## config.mk

```make
export PLATFORM = sky130hd
export DESIGN_NAME = uart_rx_status
export DESIGN_NICKNAME = d
export VERILOG_FILES = /design/src/rtl/rxs_pkg.sv /design/src/rtl/rxs_flag_cell.sv /design/src/rtl/rxs_hold_reg.sv /design/src/rtl/rxs_bus_port.sv /design/src/rtl/uart_rx_status.sv
export SDC_FILE = /design/constraint.sdc
export NUM_CORES = 1
export LEC_CHECK = 0
export BUFFER_PORTS_ARGS = -buffer_cell sky130_fd_sc_hd__buf_2
export CAP_MARGIN = 20
export CELL_PAD_IN_SITES_DETAIL_PLACEMENT = 1
export CELL_PAD_IN_SITES_GLOBAL_PLACEMENT = 2
export CORE_MARGIN = 3
export CORE_UTILIZATION = 32
export CTS_CLUSTER_SIZE = 40
export DETAILED_ROUTE_END_ITERATION = 16
export PLACE_DENSITY_LB_ADDON = 0.1
export SYNTH_ARGS = -nofsm -noshare
export SYNTH_HDL_FRONTEND = slang
export SYNTH_SLANG_ARGS = --single-unit
```

## constraint.sdc

```tcl
create_clock -name clk -period 1.27 [get_ports clk]
set_input_delay 0.0635 -clock clk [delete_from_list [all_inputs] [get_ports clk]]
set_output_delay 0.0635 -clock clk [all_outputs]
set_load 0.1 [all_outputs]
```

## src/rtl/rxs_pkg.sv

```systemverilog
package rxs_pkg;
  localparam int NFLAG = 5;
  localparam int F_FULL = 0;
  localparam int F_OVR  = 1;
  localparam int F_NSE  = 2;
  localparam int F_FRM  = 3;
  localparam int F_PAR  = 4;

  typedef enum logic [1:0] {
    A_STAT = 2'd0,
    A_DATA = 2'd1,
    A_CTRL = 2'd2,
    A_NONE = 2'd3
  } reg_addr_e;
endpackage

```

## src/rtl/rxs_flag_cell.sv

```systemverilog
module rxs_flag_cell (
  input  logic clk,
  input  logic rst,
  input  logic set_i,
  input  logic snap_i,
  input  logic take_i,
  output logic clr_o,
  output logic flag_o
);
  logic armed_q;
  logic flag_q;

  assign clr_o  = take_i & armed_q;
  assign flag_o = flag_q;

  always_ff @(posedge clk) begin
    if (rst) begin
      armed_q <= 1'b0;
      flag_q  <= 1'b0;
    end else begin
      flag_q <= (flag_q & ~clr_o) | set_i;
      if (take_i)      armed_q <= 1'b0;
      else if (snap_i) armed_q <= flag_q;
    end
  end

  assert_clear_R7: assert property (@(posedge clk) disable iff (rst)
    (take_i && armed_q && !set_i) |=> !flag_o);
  assert_keep_R8: assert property (@(posedge clk) disable iff (rst)
    (take_i && !armed_q && flag_o) |=> flag_o);
  assert_set_R2: assert property (@(posedge clk) disable iff (rst)
    set_i |=> flag_o);
endmodule

```

## src/rtl/rxs_hold_reg.sv

```systemverilog
module rxs_hold_reg #(
  parameter int DATA_W = 8
) (
  input  logic              clk,
  input  logic              rst,
  input  logic              load_i,
  input  logic [DATA_W-1:0] din_i,
  output logic [DATA_W-1:0] dout_o
);
  logic [DATA_W-1:0] byte_q;

  always_ff @(posedge clk) begin
    if (rst)         byte_q <= '0;
    else if (load_i) byte_q <= din_i;
  end
  assign dout_o = byte_q;

  assert_keep_R3: assert property (@(posedge clk) disable iff (rst)
    !load_i |=> $stable(dout_o));
endmodule

```

## src/rtl/rxs_bus_port.sv

```systemverilog
module rxs_bus_port
  import rxs_pkg::*;
#(
  parameter int DATA_W = 8,
  parameter int ADDR_W = 2
) (
  input  logic              clk,
  input  logic              rst,
  input  logic [ADDR_W-1:0] addr_i,
  input  logic              rd_i,
  input  logic              wr_i,
  input  logic [DATA_W-1:0] wdata_i,
  input  logic [NFLAG-1:0]  flags_i,
  input  logic [DATA_W-1:0] held_i,
  output logic [NFLAG-1:0]  en_o,
  output logic              stat_rd_o,
  output logic              data_rd_o,
  output logic [DATA_W-1:0] rdata_o
);
  logic [NFLAG-1:0]  en_q;
  logic [DATA_W-1:0] rdata_q;
  logic [DATA_W-1:0] mux;

  assign stat_rd_o = rd_i && (addr_i == ADDR_W'(A_STAT));
  assign data_rd_o = rd_i && (addr_i == ADDR_W'(A_DATA));

  always_comb begin
    mux = '0;
    case (addr_i)
      ADDR_W'(A_STAT): mux = DATA_W'(flags_i);
      ADDR_W'(A_DATA): mux = held_i;
      ADDR_W'(A_CTRL): mux = DATA_W'(en_q);
      default:         mux = '0;
    endcase
  end

  always_ff @(posedge clk) begin
    if (rst) begin
      en_q    <= '0;
      rdata_q <= '0;
    end else begin
      if (wr_i && addr_i == ADDR_W'(A_CTRL)) en_q <= wdata_i[NFLAG-1:0];
      if (rd_i) rdata_q <= mux;
    end
  end

  assign en_o    = en_q;
  assign rdata_o = rdata_q;

  assert_rdata_hold_R11: assert property (@(posedge clk) disable iff (rst)
    !rd_i |=> $stable(rdata_o));
  assert_one_strobe_R11: assert property (@(posedge clk) disable iff (rst)
    !(stat_rd_o && data_rd_o));
endmodule

```

## src/rtl/uart_rx_status.sv

```systemverilog
module uart_rx_status
  import rxs_pkg::*;
#(
  parameter int DATA_W = 8,
  parameter int ADDR_W = 2
) (
  input  logic              clk,
  input  logic              rst,
  input  logic              rx_done,
  input  logic [DATA_W-1:0] rx_byte,
  input  logic              rx_noise,
  input  logic              rx_frame_err,
  input  logic              rx_par_err,
  input  logic [ADDR_W-1:0] bus_addr,
  input  logic              bus_rd,
  input  logic              bus_wr,
  input  logic [DATA_W-1:0] bus_wdata,
  output logic [DATA_W-1:0] bus_rdata,
  output logic              irq_data,
  output logic              irq_err
);
  logic [NFLAG-1:0]  flags, setv, clrs, en;
  logic [DATA_W-1:0] held;
  logic              stat_rd, data_rd, still_full, accept, lost;
  logic              irq_data_q, irq_err_q;

  assign still_full = flags[F_FULL] & ~clrs[F_FULL];
  assign accept     = rx_done & ~still_full;
  assign lost       = rx_done & still_full;

  assign setv[F_FULL] = accept;
  assign setv[F_OVR]  = lost;
  assign setv[F_NSE]  = accept & rx_noise;
  assign setv[F_FRM]  = accept & rx_frame_err;
  assign setv[F_PAR]  = accept & rx_par_err;

  for (genvar i = 0; i < NFLAG; i++) begin : g_flag
    rxs_flag_cell u_cell (
      .clk    (clk),
      .rst    (rst),
      .set_i  (setv[i]),
      .snap_i (stat_rd),
      .take_i (data_rd),
      .clr_o  (clrs[i]),
      .flag_o (flags[i])
    );
  end

  rxs_hold_reg #(.DATA_W(DATA_W)) u_hold (
    .clk    (clk),
    .rst    (rst),
    .load_i (accept),
    .din_i  (rx_byte),
    .dout_o (held)
  );

  rxs_bus_port #(.DATA_W(DATA_W), .ADDR_W(ADDR_W)) u_bus (
    .clk       (clk),
    .rst       (rst),
    .addr_i    (bus_addr),
    .rd_i      (bus_rd),
    .wr_i      (bus_wr),
    .wdata_i   (bus_wdata),
    .flags_i   (flags),
    .held_i    (held),
    .en_o      (en),
    .stat_rd_o (stat_rd),
    .data_rd_o (data_rd),
    .rdata_o   (bus_rdata)
  );

  always_ff @(posedge clk) begin
    if (rst) begin
      irq_data_q <= 1'b0;
      irq_err_q  <= 1'b0;
    end else begin
      irq_data_q <= flags[F_FULL] & en[F_FULL];
      irq_err_q  <= |(flags[NFLAG-1:F_OVR] & en[NFLAG-1:F_OVR]);
    end
  end
  assign irq_data = irq_data_q;
  assign irq_err  = irq_err_q;

  assert_irq_err_R10: assert property (@(posedge clk) disable iff (rst)
    1'b1 |=> irq_err == $past(|(flags[NFLAG-1:F_OVR] & en[NFLAG-1:F_OVR])));
  assert_irq_data_R10: assert property (@(posedge clk) disable iff (rst)
    1'b1 |=> irq_data == $past(flags[F_FULL] & en[F_FULL]));
  assert_overrun_R3: assert property (@(posedge clk) disable iff (rst)
    (rx_done && flags[F_FULL] && !data_rd) |=> flags[F_OVR] && $stable(held));
  assert_lost_quiet_R13: assert property (@(posedge clk) disable iff (rst)
    (lost && !flags[F_NSE] && !data_rd) |=> !flags[F_NSE]);
endmodule

```

==> results.sh <==
export IMPL_hold_class="input pin to register"
export IMPL_critPathArrivalTime_ns=1.33
export IMPL_antenna_found_initial=0
export IMPL_hpwl_mm=3.158
export IMPL_ys_seq_elements=33
export IMPL_netlist_area_leader_share_pct=42.24
export IMPL_critical_path_class="register to register"
export IMPL_synth_top_family_by_area="simple AND/OR/NAND/NOR gates"
export IMPL_yosys_area_share_adder_pct=0
export IMPL_clk_pin_slew_ns=0.07
export IMPL_vias=1434
export IMPL_clock_sinks=33
export IMPL_synth_xor_area_share_pct=0
export IMPL_synth_warning_count=0
export IMPL_synthesis_area_um2=1564
export IMPL_switching_share_pct=28.07
export IMPL_fin_nets=229
export IMPL_ctsRootBufferMaster="clkbuf_8"
export IMPL_die_w_um=75.91
export IMPL_syn_avg_cell_area_um2=9.479
export IMPL_avgViaCountPerCell=5.331
export IMPL_yosysTopAreaCell="dfxtp_1"
export IMPL_drc=0
export IMPL_first_pass_iters=4
export IMPL_dieArea_um2=5762
export IMPL_setup_viol_count_final=0
export IMPL_drive_gt1_share_pct=29.41
export IMPL_final_max_slew_viol_count=0
export IMPL_diodes=0
export IMPL_grt_pass1_wl_mm=7.507
export IMPL_period_minus_slack_ns=1.160
export IMPL_synthArstFlopShare_pct=0
export IMPL_grt_max_degree=19
export IMPL_grt_overflow=0
export IMPL_synth_area_leaders="dfxtp_1 42%, mux2i_1 9.6%, nor2b_1 4.0%"
export IMPL_drt_iter0_drc=53
export IMPL_synthesis_nets=191
export IMPL_pwr_share_seq_pct=47.2
export IMPL_rsz0062_at_grt="false"
export IMPL_place_gp_congestion=0.6929
export IMPL_synth_compound_area_share_pct=19.52
export IMPL_ant_nets=0
export IMPL_cts_tree="done"
export IMPL_row_count=24
export IMPL_insertion_delay_ns=0.28
export IMPL_slew_headroom_pct=66.94
export IMPL_totalWireLength_mm=4.301
export IMPL_max_freq_mhz=862.2
export IMPL_syn_inst=165
export IMPL_drv_cap=0
export IMPL_port_buffers=32
export IMPL_hold_violations=0
export IMPL_io_pins=36
export IMPL_tightest_slew_ns=0.4994
export IMPL_p_clk_share_pct=36.7
export IMPL_h_tree_depth=2
export IMPL_p_total_w=0.002400
export IMPL_clock_skew_ns=0.005084
export IMPL_power_switching_w=0.0006735
export IMPL_die_height_um=75.91
export IMPL_ys_types=28
export IMPL_synth_edff_count=0
export IMPL_area_growth_pct=24.56
export IMPL_ys_flop_type="dfxtp_1"
export IMPL_core_area_um2=4534
export IMPL_p_comb_share_pct=16.1
export IMPL_final_setup_tns_ns=0
export IMPL_cts_setup_buffers=0
export IMPL_cp_max_fo=16
export IMPL_synthMuxAreaShare_pct=9.600
export IMPL_start_kind="register"
export IMPL_clk_path_buf_depth=2
export IMPL_start_util_pct=34.49
export IMPL_vdd_drop_max_mv=0.5796
export IMPL_yosys_area_share_simple_pct=22.24
export IMPL_seq_area_frac_synth_pct=42.24
export IMPL_power_density_nw_per_um2=1232
export IMPL_power_internal_w=0.001726
export IMPL_cts_made_buffers=5
export IMPL_fin_crit_sh_pct=91.33
export IMPL_p_leak_nw=0.8306
export IMPL_grtUsageTotal_pct=15.79
export IMPL_grt_pass1_vias=1515
export IMPL_end_kind="register"
export IMPL_wire_per_inst_um=15.99
export IMPL_critical_path_required_ns=1.44
export IMPL_status="completed"
[timing repair]
| item | in CTS | in global routing |
|---|---|---|
| endpoints found under the hold margin | 2 | 0 |
| hold buffers | 2 | 0 |
| resized for setup | 0 | 1 |
| endpoints found under the setup margin | 0 | 1 |
[Yosys cell counts, types with 2 or more instances]
master	number
dfxtp_1	33
mux2i_1	15
nor2_1	13
nand2_1	12
nor2b_1	10
a31oi_1	8
nand4_1	8
nor3b_1	8
clkbuf_1	7
nand3b_1	6
o311ai_0	6
buf_2	5
o211a_1	5
o211ai_1	5
a21oi_1	4
a32o_1	4
buf_6	3
a22oi_1	2
o311ai_2	2
[final cells by class]
cell class	count	area, um2
inverters	2	7.507
fillers	524	2586
flip-flops and latches	33	664.4
clock buffers	7	96.34
multi-input cells	114	803.3
clock inverters	1	5.005
repair buffers	47	290.3
well taps	65	81.33
[path summary, 6_finish.rpt]
path	from	end	slack, ns	cells past startpoint
worst min register to register	u_bus.rdata_o[2]$_SDFFE_PP0P_	u_bus.rdata_o[2]$_SDFFE_PP0P_	0.48	1
worst min-delay path	rx_frame_err	g_flag[3].u_cell.flag_o$_SDFF_PP0_	0.02	2
worst max register to register	g_flag[0].u_cell.armed_q$_SDFFE_PP0P_	u_hold.dout_o[4]$_SDFFE_PP0N_	0.11	3
worst max-delay path	g_flag[0].u_cell.armed_q$_SDFFE_PP0P_	u_hold.dout_o[4]$_SDFFE_PP0N_	0.11	3
[cell usage in the layout, fill, tap and decap left out]
| master | Yosys | layout |
|---|---|---|
| buf_2 | 5 | 32 |
| dfxtp_1 | 33 | 30 |
| mux2i_1 | 15 | 15 |
| nor2_1 | 13 | 13 |
| nand2_1 | 12 | 12 |
| buf_4 | 1 | 12 |
| nor2b_1 | 10 | 10 |
| nand4_1 | 8 | 8 |
| nor3b_1 | 8 | 8 |
| a31oi_1 | 8 | 8 |
| clkbuf_8 | 0 | 7 |
| nand3b_1 | 6 | 6 |
| o211ai_1 | 5 | 5 |
| o211a_1 | 5 | 5 |
| o311ai_0 | 6 | 5 |
| a32o_1 | 4 | 4 |
| a21oi_1 | 4 | 4 |
| dfxtp_2 | 0 | 3 |
| o311ai_2 | 2 | 2 |
| a22oi_1 | 2 | 2 |
| dlygate4sd3_1 | 0 | 2 |
| inv_2 | 1 | 1 |
| and3b_1 | 1 | 1 |
| clkinv_1 | 1 | 1 |
| and4b_1 | 1 | 1 |
| o21a_1 | 1 | 1 |
| o311ai_1 | 0 | 1 |
| and3_1 | 1 | 1 |
| nor3_1 | 1 | 1 |
| or2_2 | 1 | 1 |
| clkinv_2 | 0 | 1 |
| buf_12 | 0 | 1 |
[kinds of logic (layout without fill, tap and decap cells)]
group | count (synthesis) | count (layout)
buffers and inverters | 18 | 57
multiplexers | 15 | 15
AO/OA/AOI/OAI | 37 | 37
AND/OR/NAND/NOR | 62 | 62
flip-flops | 33 | 33
[critical path: stages (launching register included)]
cell and delay (ns):
dfxtp_1 0.31, and4b_1 0.25, buf_12 0.17, o311ai_0 0.32
[routing by layer]
metal  vias to the layer above  share of wire, %  track usage (%)
met5                         -                 0                0
met4                         0              0.88            4.348
met3                         6               3.4            4.384
met2                        23                50            26.60
met1                       716                46            19.81
li1                        689                 -                -
[registers in the layout, summed over array words and instances, names as in the netlist]
signal                 cells
g_flag.u_cell.armed_q      5
u_hold.dout_o              8
irq_err                    1
irq_data                   1
u_bus.rdata_o              8
g_flag.u_cell.flag_o       5
u_bus.en_o                 5
[power groups by stage]
stage                     sequential, W  combinational, W  clock (W)
after CTS                       0.00113          0.000389   0.000905
after floorplan                 0.00123          0.000179          0
final                           0.00113          0.000386   0.000881
after global routing            0.00114          0.000420   0.000958
after detailed placement        0.00116          0.000383          0
after global placement          0.00116          0.000371          0
[per-stage QoR]
stage / instances / hold slack, ns / cell area [um2] / setup WS [ns] / util, %
detailed placement: 259 / 0.2870 / 1827 / 0.08928 / 40.29
global route: 269 / 0.02451 / 1948 / 0.01539 / 42.96
CTS: 269 / 0.01502 / 1948 / 0.06853 / 42.96
finish: 269 / 0.01675 / 1948 / 0.1101 / 42.96
floorplan: 165 / 0.1893 / 1568 / 0.07618 / -
global placement: 259 / 0.2764 / 1827 / 0.1257 / 40.29
Note: power is estimated with default switching activity, not from simulation.
